==> src/rtl/tag_cam_pkg.sv <==
package tag_cam_pkg;
    localparam int DEF_ENTRIES = 16;
    localparam int DEF_KEY_W   = 32;
    localparam int DEF_STATE_W = 4;
endpackage

==> src/rtl/tag_cam_match.sv <==
// Parallel tag compare with a lowest-index-wins priority encoder.
module tag_cam_match #(
    parameter int N     = 16,
    parameter int KEY_W = 32,
    localparam int IDX_W = $clog2(N)
) (
    input  logic [N-1:0]            valid,
    input  logic [N-1:0][KEY_W-1:0] tags,
    input  logic [KEY_W-1:0]        key,
    output logic                    hit,
    output logic [IDX_W-1:0]        idx
);
    logic [N-1:0] eq;

    genvar g;
    generate
        for (g = 0; g < N; g++) begin : g_cmp
            assign eq[g] = valid[g] && (tags[g] == key);
        end
    endgenerate

    always_comb begin
        hit = |eq;
        idx = '0;
        for (int i = N - 1; i >= 0; i--) begin
            if (eq[i]) idx = IDX_W'(i);
        end
    end
endmodule

==> src/rtl/tag_cam_lru.sv <==
// Recency tracker: one rank per entry, 0 = oldest, N-1 = newest.
module tag_cam_lru #(
    parameter int N = 16,
    localparam int IDX_W = $clog2(N)
) (
    input  logic             clk,
    input  logic             rst_n,
    input  logic             a_en,     // first touch (write)
    input  logic [IDX_W-1:0] a_idx,
    input  logic             b_en,     // second touch (lookup hit)
    input  logic [IDX_W-1:0] b_idx,
    output logic [IDX_W-1:0] victim
);
    localparam logic [IDX_W-1:0] NEWEST = IDX_W'(N - 1);

    typedef struct packed {
        logic [N-1:0][IDX_W-1:0] rank;
    } lru_s;

    lru_s s_d, s_q;
    logic [N-1:0][IDX_W-1:0] rank_mid;
    logic [N-1:0]            oldest_vec;

    always_comb begin
        rank_mid = s_q.rank;
        if (a_en) begin
            for (int j = 0; j < N; j++) begin
                if (s_q.rank[j] > s_q.rank[a_idx]) rank_mid[j] = s_q.rank[j] - 1'b1;
            end
            rank_mid[a_idx] = NEWEST;
        end

        victim = '0;
        for (int j = 0; j < N; j++) begin
            if (rank_mid[j] == '0) victim = IDX_W'(j);
        end

        s_d.rank = rank_mid;
        if (b_en) begin
            for (int j = 0; j < N; j++) begin
                if (rank_mid[j] > rank_mid[b_idx]) s_d.rank[j] = rank_mid[j] - 1'b1;
            end
            s_d.rank[b_idx] = NEWEST;
        end
    end

    always_ff @(posedge clk or negedge rst_n) begin
        if (!rst_n) begin
            for (int j = 0; j < N; j++) s_q.rank[j] <= IDX_W'(j);
        end else begin
            s_q <= s_d;
        end
    end

    always_comb begin
        for (int j = 0; j < N; j++) oldest_vec[j] = (s_q.rank[j] == '0);
    end


    hit_touch_newest_chk: assert property (@(posedge clk) disable iff (!rst_n)
        b_en |=> s_q.rank[$past(b_idx)] == NEWEST);


    wr_touch_newest_chk: assert property (@(posedge clk) disable iff (!rst_n)
        (a_en && !b_en) |=> s_q.rank[$past(a_idx)] == NEWEST);


    single_oldest_chk: assert property (@(posedge clk) disable iff (!rst_n)
        $onehot(oldest_vec));
endmodule

==> src/rtl/tag_cam.sv <==
module tag_cam #(
    parameter int ENTRIES = tag_cam_pkg::DEF_ENTRIES,
    parameter int KEY_W   = tag_cam_pkg::DEF_KEY_W,
    parameter int STATE_W = tag_cam_pkg::DEF_STATE_W,
    localparam int IDX_W  = $clog2(ENTRIES),
    localparam int RES_W  = 1 + STATE_W + IDX_W
) (
    input  logic               clk,
    input  logic               rst_n,
    input  logic               lkp_en,
    input  logic [KEY_W-1:0]   lkp_key,
    input  logic               wr_en,
    input  logic [IDX_W-1:0]   wr_idx,
    input  logic [KEY_W-1:0]   wr_key,
    input  logic [STATE_W-1:0] wr_state,
    input  logic [ENTRIES-1:0] clr_mask,
    output logic               res_vld,
    output logic [RES_W-1:0]   res_word
);
    typedef struct packed {
        logic [ENTRIES-1:0]              valid;
        logic [ENTRIES-1:0][KEY_W-1:0]   tag;
        logic [ENTRIES-1:0][STATE_W-1:0] st;
        logic                            res_vld;
        logic [RES_W-1:0]                res;
    } cam_s;

    cam_s s_d, s_q;

    // Effective table for this cycle: clear first, then write (write-first view)
    logic [ENTRIES-1:0]              eff_valid;
    logic [ENTRIES-1:0][KEY_W-1:0]   eff_tag;
    logic [ENTRIES-1:0][STATE_W-1:0] eff_st;
    logic                            m_hit;
    logic [IDX_W-1:0]                m_idx;
    logic [IDX_W-1:0]                victim;
    logic [ENTRIES-1:0]              wr_hot;

    always_comb begin
        eff_valid = s_q.valid & ~clr_mask;
        eff_tag   = s_q.tag;
        eff_st    = s_q.st;
        wr_hot    = '0;
        if (wr_en) begin
            eff_valid[wr_idx] = 1'b1;
            eff_tag[wr_idx]   = wr_key;
            eff_st[wr_idx]    = wr_state;
            wr_hot[wr_idx]    = 1'b1;
        end
    end

    tag_cam_match #(.N(ENTRIES), .KEY_W(KEY_W)) u_match (
        .valid (eff_valid),
        .tags  (eff_tag),
        .key   (lkp_key),
        .hit   (m_hit),
        .idx   (m_idx)
    );

    tag_cam_lru #(.N(ENTRIES)) u_lru (
        .clk    (clk),
        .rst_n  (rst_n),
        .a_en   (wr_en),
        .a_idx  (wr_idx),
        .b_en   (lkp_en && m_hit),
        .b_idx  (m_idx),
        .victim (victim)
    );

    always_comb begin
        s_d         = s_q;
        s_d.valid   = eff_valid;
        s_d.tag     = eff_tag;
        s_d.st      = eff_st;
        s_d.res_vld = lkp_en;
        if (lkp_en) begin
            if (m_hit) s_d.res = {1'b1, eff_st[m_idx], m_idx};
            else       s_d.res = {1'b0, {STATE_W{1'b0}}, victim};
        end
    end

    always_ff @(posedge clk or negedge rst_n) begin
        if (!rst_n) s_q <= '0;
        else        s_q <= s_d;
    end

    assign res_vld  = s_q.res_vld;
    assign res_word = s_q.res;

    logic               res_hit;
    logic [IDX_W-1:0]   res_idx;
    logic [STATE_W-1:0] res_st;
    assign res_hit = res_word[RES_W-1];
    assign res_idx = res_word[IDX_W-1:0];
    assign res_st  = res_word[IDX_W +: STATE_W];


    res_follows_lkp_chk: assert property (@(posedge clk) disable iff (!rst_n)
        lkp_en |=> res_vld);


    no_spurious_res_chk: assert property (@(posedge clk) disable iff (!rst_n)
        !lkp_en |=> !res_vld);


    miss_state_zero_chk: assert property (@(posedge clk) disable iff (!rst_n)
        (res_vld && !res_hit) |-> (res_st == '0));


    hit_entry_match_chk: assert property (@(posedge clk) disable iff (!rst_n)
        (res_vld && res_hit) |-> (s_q.valid[res_idx] && s_q.tag[res_idx] == $past(lkp_key)
                                  && s_q.st[res_idx] == res_st));


    clear_takes_effect_chk: assert property (@(posedge clk) disable iff (!rst_n)
        (|clr_mask) |=> ((s_q.valid & $past(clr_mask) & ~$past(wr_hot)) == '0));
endmodule

==> config.mk <==
export PLATFORM = sky130hd
export DESIGN_NAME = tag_cam
export DESIGN_NICKNAME = d
export VERILOG_FILES = /design/src/rtl/tag_cam_pkg.sv /design/src/rtl/tag_cam_match.sv /design/src/rtl/tag_cam_lru.sv /design/src/rtl/tag_cam.sv
export SDC_FILE = /design/constraint.sdc
export NUM_CORES = 2
export LEC_CHECK = 0
export ABC_CLOCK_PERIOD_IN_PS = 10100
export BUFFER_PORTS_ARGS = -buffer_cell sky130_fd_sc_hd__buf_2
export CAP_MARGIN = 15
export CORE_MARGIN = 1.5
export CORE_UTILIZATION = 46
export CTS_BUF_LIST = sky130_fd_sc_hd__clkbuf_8
export CTS_CLUSTER_SIZE = 25
export DETAILED_ROUTE_END_ITERATION = 16
export GPL_TIMING_DRIVEN = 0
export SETUP_SLACK_MARGIN = 0.5
export SYNTH_ARGS = -nofsm -noshare
export SYNTH_HDL_FRONTEND = slang
export SYNTH_HIERARCHICAL = 1
export SYNTH_SLANG_ARGS = --single-unit
==> constraint.sdc <==
create_clock -name clk -period 10.1 [get_ports clk]
set_input_delay 0.505 -clock clk [delete_from_list [all_inputs] [get_ports clk]]
set_output_delay 0.505 -clock clk [all_outputs]
set_load 0.02 [all_outputs]
# After elaboration in Yosys (flattened, before gate mapping)
# Cells that the tools add are included.
# W data, S select, Z words.
# word_totals
reg_bits	666
latch_bits	0
mem_bits_rw	0
mem_bits_ro	0
input_bits	92
memories	0
# classes
n_addsub	32
mul	0
div_mod_pow	0
n_lt_le_gt_ge	36
eq_ne	16
shifts	0
n_mux	117
n_bitwise	5
n_reduce_logical	35
# op_table
op	count
$bwmux W512	1
$eq A32 B32 Y1	16
$mux W512	1
$mux W4	93
$mux W64	3
$demux W32 S4	1
$gt A4 B4 Y1	32
$or A64 B64 Y64	2
$sub A4 B1 Y4 const B	32
$bwmux W64	1
$logic_not A4 Y1	15
$bmux W4 S4	3
$demux W4 S4	2
$mux W32	1
$logic_and A1 B1 Y1	19
$and A16 B16 Y16	1
$mux W16	1
$not A16 Y16	1
$or A16 B16 Y16	1
$reduce_or A16 Y1	1
$mux W3	4
$lt A4 B5 Y1 const B	2
$mux W9	1
$ge A4 B1 Y1 const B	2
3 further kinds	5

# Logic depth before layout (Yosys ltp)
# logic_depth
depth_word	31
ltp_mapped	32
ltp_nobuf	27

# Modules after synthesis
# The synthesis kept the hierarchy.
# by_module_without_submodules
mod	n_inst	cells_each	area_per_inst_um2	seq_area_each_um2
tag_cam	1	1601	23417.5	15064.4
tag_cam_lru	1	1092	9201.3	1641.6
tag_cam_match	1	792	6247.2	0.0

# Worst setup path before layout
# Ideal clock, no wire load.
# synth_timing
kind	input port to flip-flop
start	input port wr_idx[3]
end	register u_lru/s_q[19] (netlist name)
t_arrival_ps	7251
setup_slack_ps	2728
cell_stages	29
cell_sequence	buf_2 -> nand3b_1 -> clkbuf_1 -> nor2_1 -> buf_2 -> mux2_2 -> xnor2_1 -> nand4_1 -> nor4_1 -> nand4_1 -> or4_1 -> nand2_1 -> o211ai_2 -> a31oi_1 -> clkbuf_8 -> inv_2 -> buf_1 -> mux2i_1 -> a221o_1 -> a221oi_1 -> ha_1 -> nor2b_1 -> o21ai_0 -> nand2b_1 -> a21oi_1 -> nor2_1 -> nor4b_1 -> mux2i_1 -> nand2_1
# synth_rtl
element	line	rtl
start: declaration	tag_cam.sv:13	input logic [IDX_W-1:0] wr_idx,
end signal: assignment	tag_cam_lru.sv:51	s_q <= s_d;
end: declaration	tag_cam_lru.sv:20	lru_s s_d, s_q;

==> results.rst <==
.. list-table::
   :header-rows: 1

   * - Metric
     - Value
   * - Arrival @ worst endpoint
     - 9.88 ns
   * - Switching portion of total power
     - 0.3871
   * - Die outline area
     - 86,250 sq um
   * - Number of buffers inserted during clock tree synthesis
     - 117
   * - Core box area
     - 83,690 sq um
   * - Max-capacitance violation count
     - 0
   * - Reg2Reg Capture Point
     - u_lru/s_q[19]$_DFF_PN0_
   * - Min-delay worst type
     - in2reg
   * - Placed cells
     - 4,698
   * - Worst slack on hold paths
     - 0.05230 ns
   * - Maximum buffer depth of the clock tree
     - 3
   * - Portion of total power attributed to sequential cells
     - 0.328
   * - Effective utilization at floorplan
     - 0.4644
   * - Launch point of the worst hold path
     - clr_mask[11]
   * - Wire length of the first global-routing pass
     - 193,700 um
   * - Overall track demand over capacity in global routing
     - 0.3090
   * - Post-synthesis async set-or-reset flop share
     - 1.000
   * - Final-layout fill cell count
     - 7,614
   * - Number of antenna violations at the first check in global routing
     - 7
   * - Die boundary width
     - 293.7 um
   * - Slew at the pin closest to its max-slew limit
     - 1.260 ns
   * - Fmax
     - 108.0 MHz
   * - Predominant post-synthesis flop cell
     - sky130_fd_sc_hd__dfrtp_1
   * - Per-instance average area after synthesis
     - 11.15 sq um
   * - Number of hold violations in the final report
     - 0
   * - Clk network pwr share
     - 0.222
   * - Die height
     - 293.7 um
   * - Clock insertion delay at the later pin of the skew report
     - 0.76 ns
   * - GRT Residual Overflow
     - 0
   * - Stage delay of the slowest cell on the critical path
     - 0.78 ns
   * - Mapped Nets
     - 3,739
   * - Number of non-filler instances in the completed layout
     - 4,924
   * - Number of buffers added for setup after CTS
     - 0
   * - Maximum number of pins on one net before global-route repair
     - 116
   * - Portion of the post-synthesis area used by sequential elements
     - 0.4298
   * - Worst setup EP type
     - register
   * - WS Path Type
     - in2reg
   * - R2r startpoint
     - s_q[265]$_DFF_PN0_
   * - Depth of the most critical reg-to-reg path
     - 24
   * - Count of clock tree sinks
     - 666
   * - CP Data Required Time
     - 10.72 ns
   * - Post-layout nets
     - 3,943
   * - Total wire length after detailed routing
     - 132,500 um
   * - Total standard cell area after synthesis
     - 38,870 sq um
   * - Area growth from synthesis to layout
     - 11.49%
   * - Num rows
     - 106
   * - Most instantiated library cell after synthesis
     - sky130_fd_sc_hd__dfrtp_1
   * - Synthesized flop and latch total
     - 666
   * - RD Place Congestion
     - 0.9526
   * - Most instantiated cells after synthesis
     - sky130_fd_sc_hd__dfrtp_1, sky130_fd_sc_hd__mux2_2, sky130_fd_sc_hd__xnor2_1
   * - CP delay by family, top
     - simple AND/OR/NAND/NOR gates
   * - Number of cells on the worst hold path
     - 2
   * - Slew headroom
     - 0.1599
   * - Clock tree from TritonCTS
     - built
   * - Count of routing violations after the opening detailed-route iteration
     - 2,513
   * - Clock root buffer
     - sky130_fd_sc_hd__clkbuf_8
   * - Standard cell with the maximum stage delay on the critical path
     - sky130_fd_sc_hd__clkbuf_1
   * - Biggest area contributors in the synthesized netlist
     - sky130_fd_sc_hd__dfrtp_1, sky130_fd_sc_hd__mux2_2, sky130_fd_sc_hd__xnor2_1
   * - Post-detailed-route DRC marker count
     - 0
   * - Post-DP HPWL
     - 96,740 um
   * - Number of warnings issued by yosys
     - 6
   * - Final setup vio count
     - 0
   * - Sw Pwr
     - 4400 uW
   * - Cell count after synthesis
     - 3,485
   * - Vias
     - 28,370
   * - Number of buffers added on ports
     - 69
   * - Vias per std cell
     - 5.761
   * - Final setup skew
     - 0.04506 ns
   * - Crit path launch type
     - input port
   * - Static power due to leakage
     - 0.01857 uW
   * - Share of layout cells above drive strength 1
     - 0.2633
   * - Worst-case vdd ir drop
     - 0.0001486 V
   * - Per-cell routed wire length
     - 26.91 um
   * - Area share of the largest cell type after synthesis
     - 0.4082
   * - Part of the cycle the worst path needs
     - 0.9170
   * - Unrepaired setup endpoints after global routing
     - no
   * - Fin util
     - 0.5178
   * - CTS H-Tree Depth
     - 3
   * - Run status
     - finished, final reports clean
   * - Ports placed on the boundary
     - 102
   * - Crit-path max FO
     - 10
   * - Power Internal
     - 6968 uW
   * - Distinct cell type count after synthesis
     - 103
   * - Pwr/cell area
     - 262.3 nW/um^2
   * - Cell taking the most area after synthesis
     - sky130_fd_sc_hd__dfrtp_1
   * - Clock transition time at the flip-flop clock pins of the worst setup and hold paths
     - 0.06 ns
   * - Number of nets with antenna violations after detailed routing
     - 0
   * - Vias in the first global route
     - 28,000
   * - Terminating pin of the worst hold path
     - s_q[597]$_DFF_PN0_
   * - Number of synthesized flops with an enable pin
     - 0
   * - First drt pass iteration count
     - 5
   * - Share of power burned in combinational logic
     - 0.450
   * - Minimum setup slack among reg-to-reg paths
     - 2.43 ns
   * - Buf/Inv on CP
     - 7
   * - Time the worst path needs with I/O delays and setup
     - 9.262 ns
   * - Pins Over Slew Limit
     - 0
[worst reg2reg max path, cell delays in order (launching register included)]
cell and delay, ns:
sky130_fd_sc_hd__dfrtp_1 0.35, sky130_fd_sc_hd__mux2_2 0.28, sky130_fd_sc_hd__xnor2_1 0.42, sky130_fd_sc_hd__nand4_1 0.16, sky130_fd_sc_hd__nor4_1 0.70, sky130_fd_sc_hd__nand4_1 0.24
sky130_fd_sc_hd__or4_1 0.73, sky130_fd_sc_hd__o211ai_2 0.13, sky130_fd_sc_hd__a31oi_1 0.27, sky130_fd_sc_hd__clkbuf_8 0.29, sky130_fd_sc_hd__inv_2 0.26, sky130_fd_sc_hd__buf_1 0.61
sky130_fd_sc_hd__mux2i_1 0.34, sky130_fd_sc_hd__a221o_1 0.40, sky130_fd_sc_hd__a221oi_4 0.69, sky130_fd_sc_hd__buf_8 0.25, sky130_fd_sc_hd__ha_1 0.17, sky130_fd_sc_hd__nor2b_1 0.11
sky130_fd_sc_hd__o21ai_0 0.08, sky130_fd_sc_hd__nand2b_1 0.08, sky130_fd_sc_hd__a21oi_1 0.06, sky130_fd_sc_hd__nor2_1 0.26, sky130_fd_sc_hd__nor4b_1 0.39, sky130_fd_sc_hd__mux2i_1 0.23
sky130_fd_sc_hd__nand2_1 0.06
[per-layer routing]
metal | vias to the layer above | GRT usage | share of wire
li1 | 12650 | - | -
met1 | 14300 | 0.4136 | 0.42
met2 | 1133 | 0.4986 | 0.46
met3 | 279 | 0.04350 | 0.065
met4 | 0 | 0.1383 | 0.048
met5 | - | 0 | 0
[state kept, by name (all words and copies together), names as in the netlist]
name       flops
s_q          592
u_lru/s_q     64
res_word       9
res_vld        1
[power by group through the flow]
stage               logic [uW]  clock network (uW)  registers (uW)
detailed placement        5010                   0            3770
global route              5690                2700            3800
global placement          4870                   0            3750
CTS                       5050                2570            3720
finish                    5110                2530            3730
floorplan                 3770                   0            3630
[area by class of cell]
cell class / count / area (sq um) / share of cell area
Multi-Input combinational cell: 2493 / 20580 / 0.4749
Sequential cell: 666 / 16710 / 0.3855
Clock buffer: 149 / 2051 / 0.04732
Tap cell: 1134 / 1419 / 0.03274
Buffer: 212 / 1179 / 0.02720
Timing Repair Buffer: 85 / 621.8 / 0.01435
Inverter: 114 / 427.9 / 0.009875
Clock inverter: 64 / 332.8 / 0.007681
Antenna cell: 7 / 17.52 / 0.0004042
[cell usage in the layout, fill, tap and decap left out, types with 54 or more instances in the layout]
cell and instances:
sky130_fd_sc_hd__mux2_2 530, sky130_fd_sc_hd__xnor2_1 470, sky130_fd_sc_hd__nor2_1 69, sky130_fd_sc_hd__ha_1 162
sky130_fd_sc_hd__nand3_1 54, sky130_fd_sc_hd__nand2_1 320, sky130_fd_sc_hd__o21ai_0 80, sky130_fd_sc_hd__buf_2 140
sky130_fd_sc_hd__nand4_1 143, sky130_fd_sc_hd__clkbuf_8 155, sky130_fd_sc_hd__clkbuf_1 86, sky130_fd_sc_hd__dfrtp_1 634
sky130_fd_sc_hd__inv_1 162, sky130_fd_sc_hd__a21oi_1 84, sky130_fd_sc_hd__xor2_1 120
[stage by stage]
stage | setup TNS (ns) | worst slack (ns) | power [uW] | area, sq um
6_report | 0 | 0.8381 | 11370 | 43330
5_1_grt | 0 | 0.6211 | 12190 | 43320
3_3_place_gp | -4136.97 | -6.395 | 8629 | 40630
4_1_cts | 0 | 0.6955 | 11350 | 43300
3_5_place_dp | -0.05007 | -0.05007 | 8777 | 40870
2_1_floorplan | 0 | 2.728 | 7394 | 38870
[worst max-delay path by stage]
| stage | startpoint | end | slack (ns) | cells after the start |
|---|---|---|---|---|
| final | wr_idx[3] | u_lru/s_q[19]$_DFF_PN0_ | 0.84 | 31 |
| after global routing | wr_idx[3] | u_lru/s_q[19]$_DFF_PN0_ | 0.62 | 31 |
| after CTS | wr_idx[3] | u_lru/s_q[19]$_DFF_PN0_ | 0.70 | 31 |
| after detailed placement | wr_idx[3] | u_lru/s_q[19]$_DFF_PN0_ | -0.05 | 31 |
| after global placement | rst_n | s_q[383]$_DFF_PN0_ | -6.40 | 1 |
| after floorplan | wr_idx[3] | u_lru/s_q[19]$_DFF_PN0_ | 2.73 | 29 |
[logic make-up after synthesis]
family,share of synthesized area
mux,0.1760
flops,0.4298
buf+inv,0.04134
fa+ha+maj,0.05215
compound gates,0.05502
simple gates,0.1114
xor+xnor,0.1342
[what timing repair did]
item,CTS,global route
endpoints found under the hold margin,45,0
gates resized for setup,0,1
setup endpoints to repair,0,5
hold buffers,4,0
(Power assumes the default switching activity.)
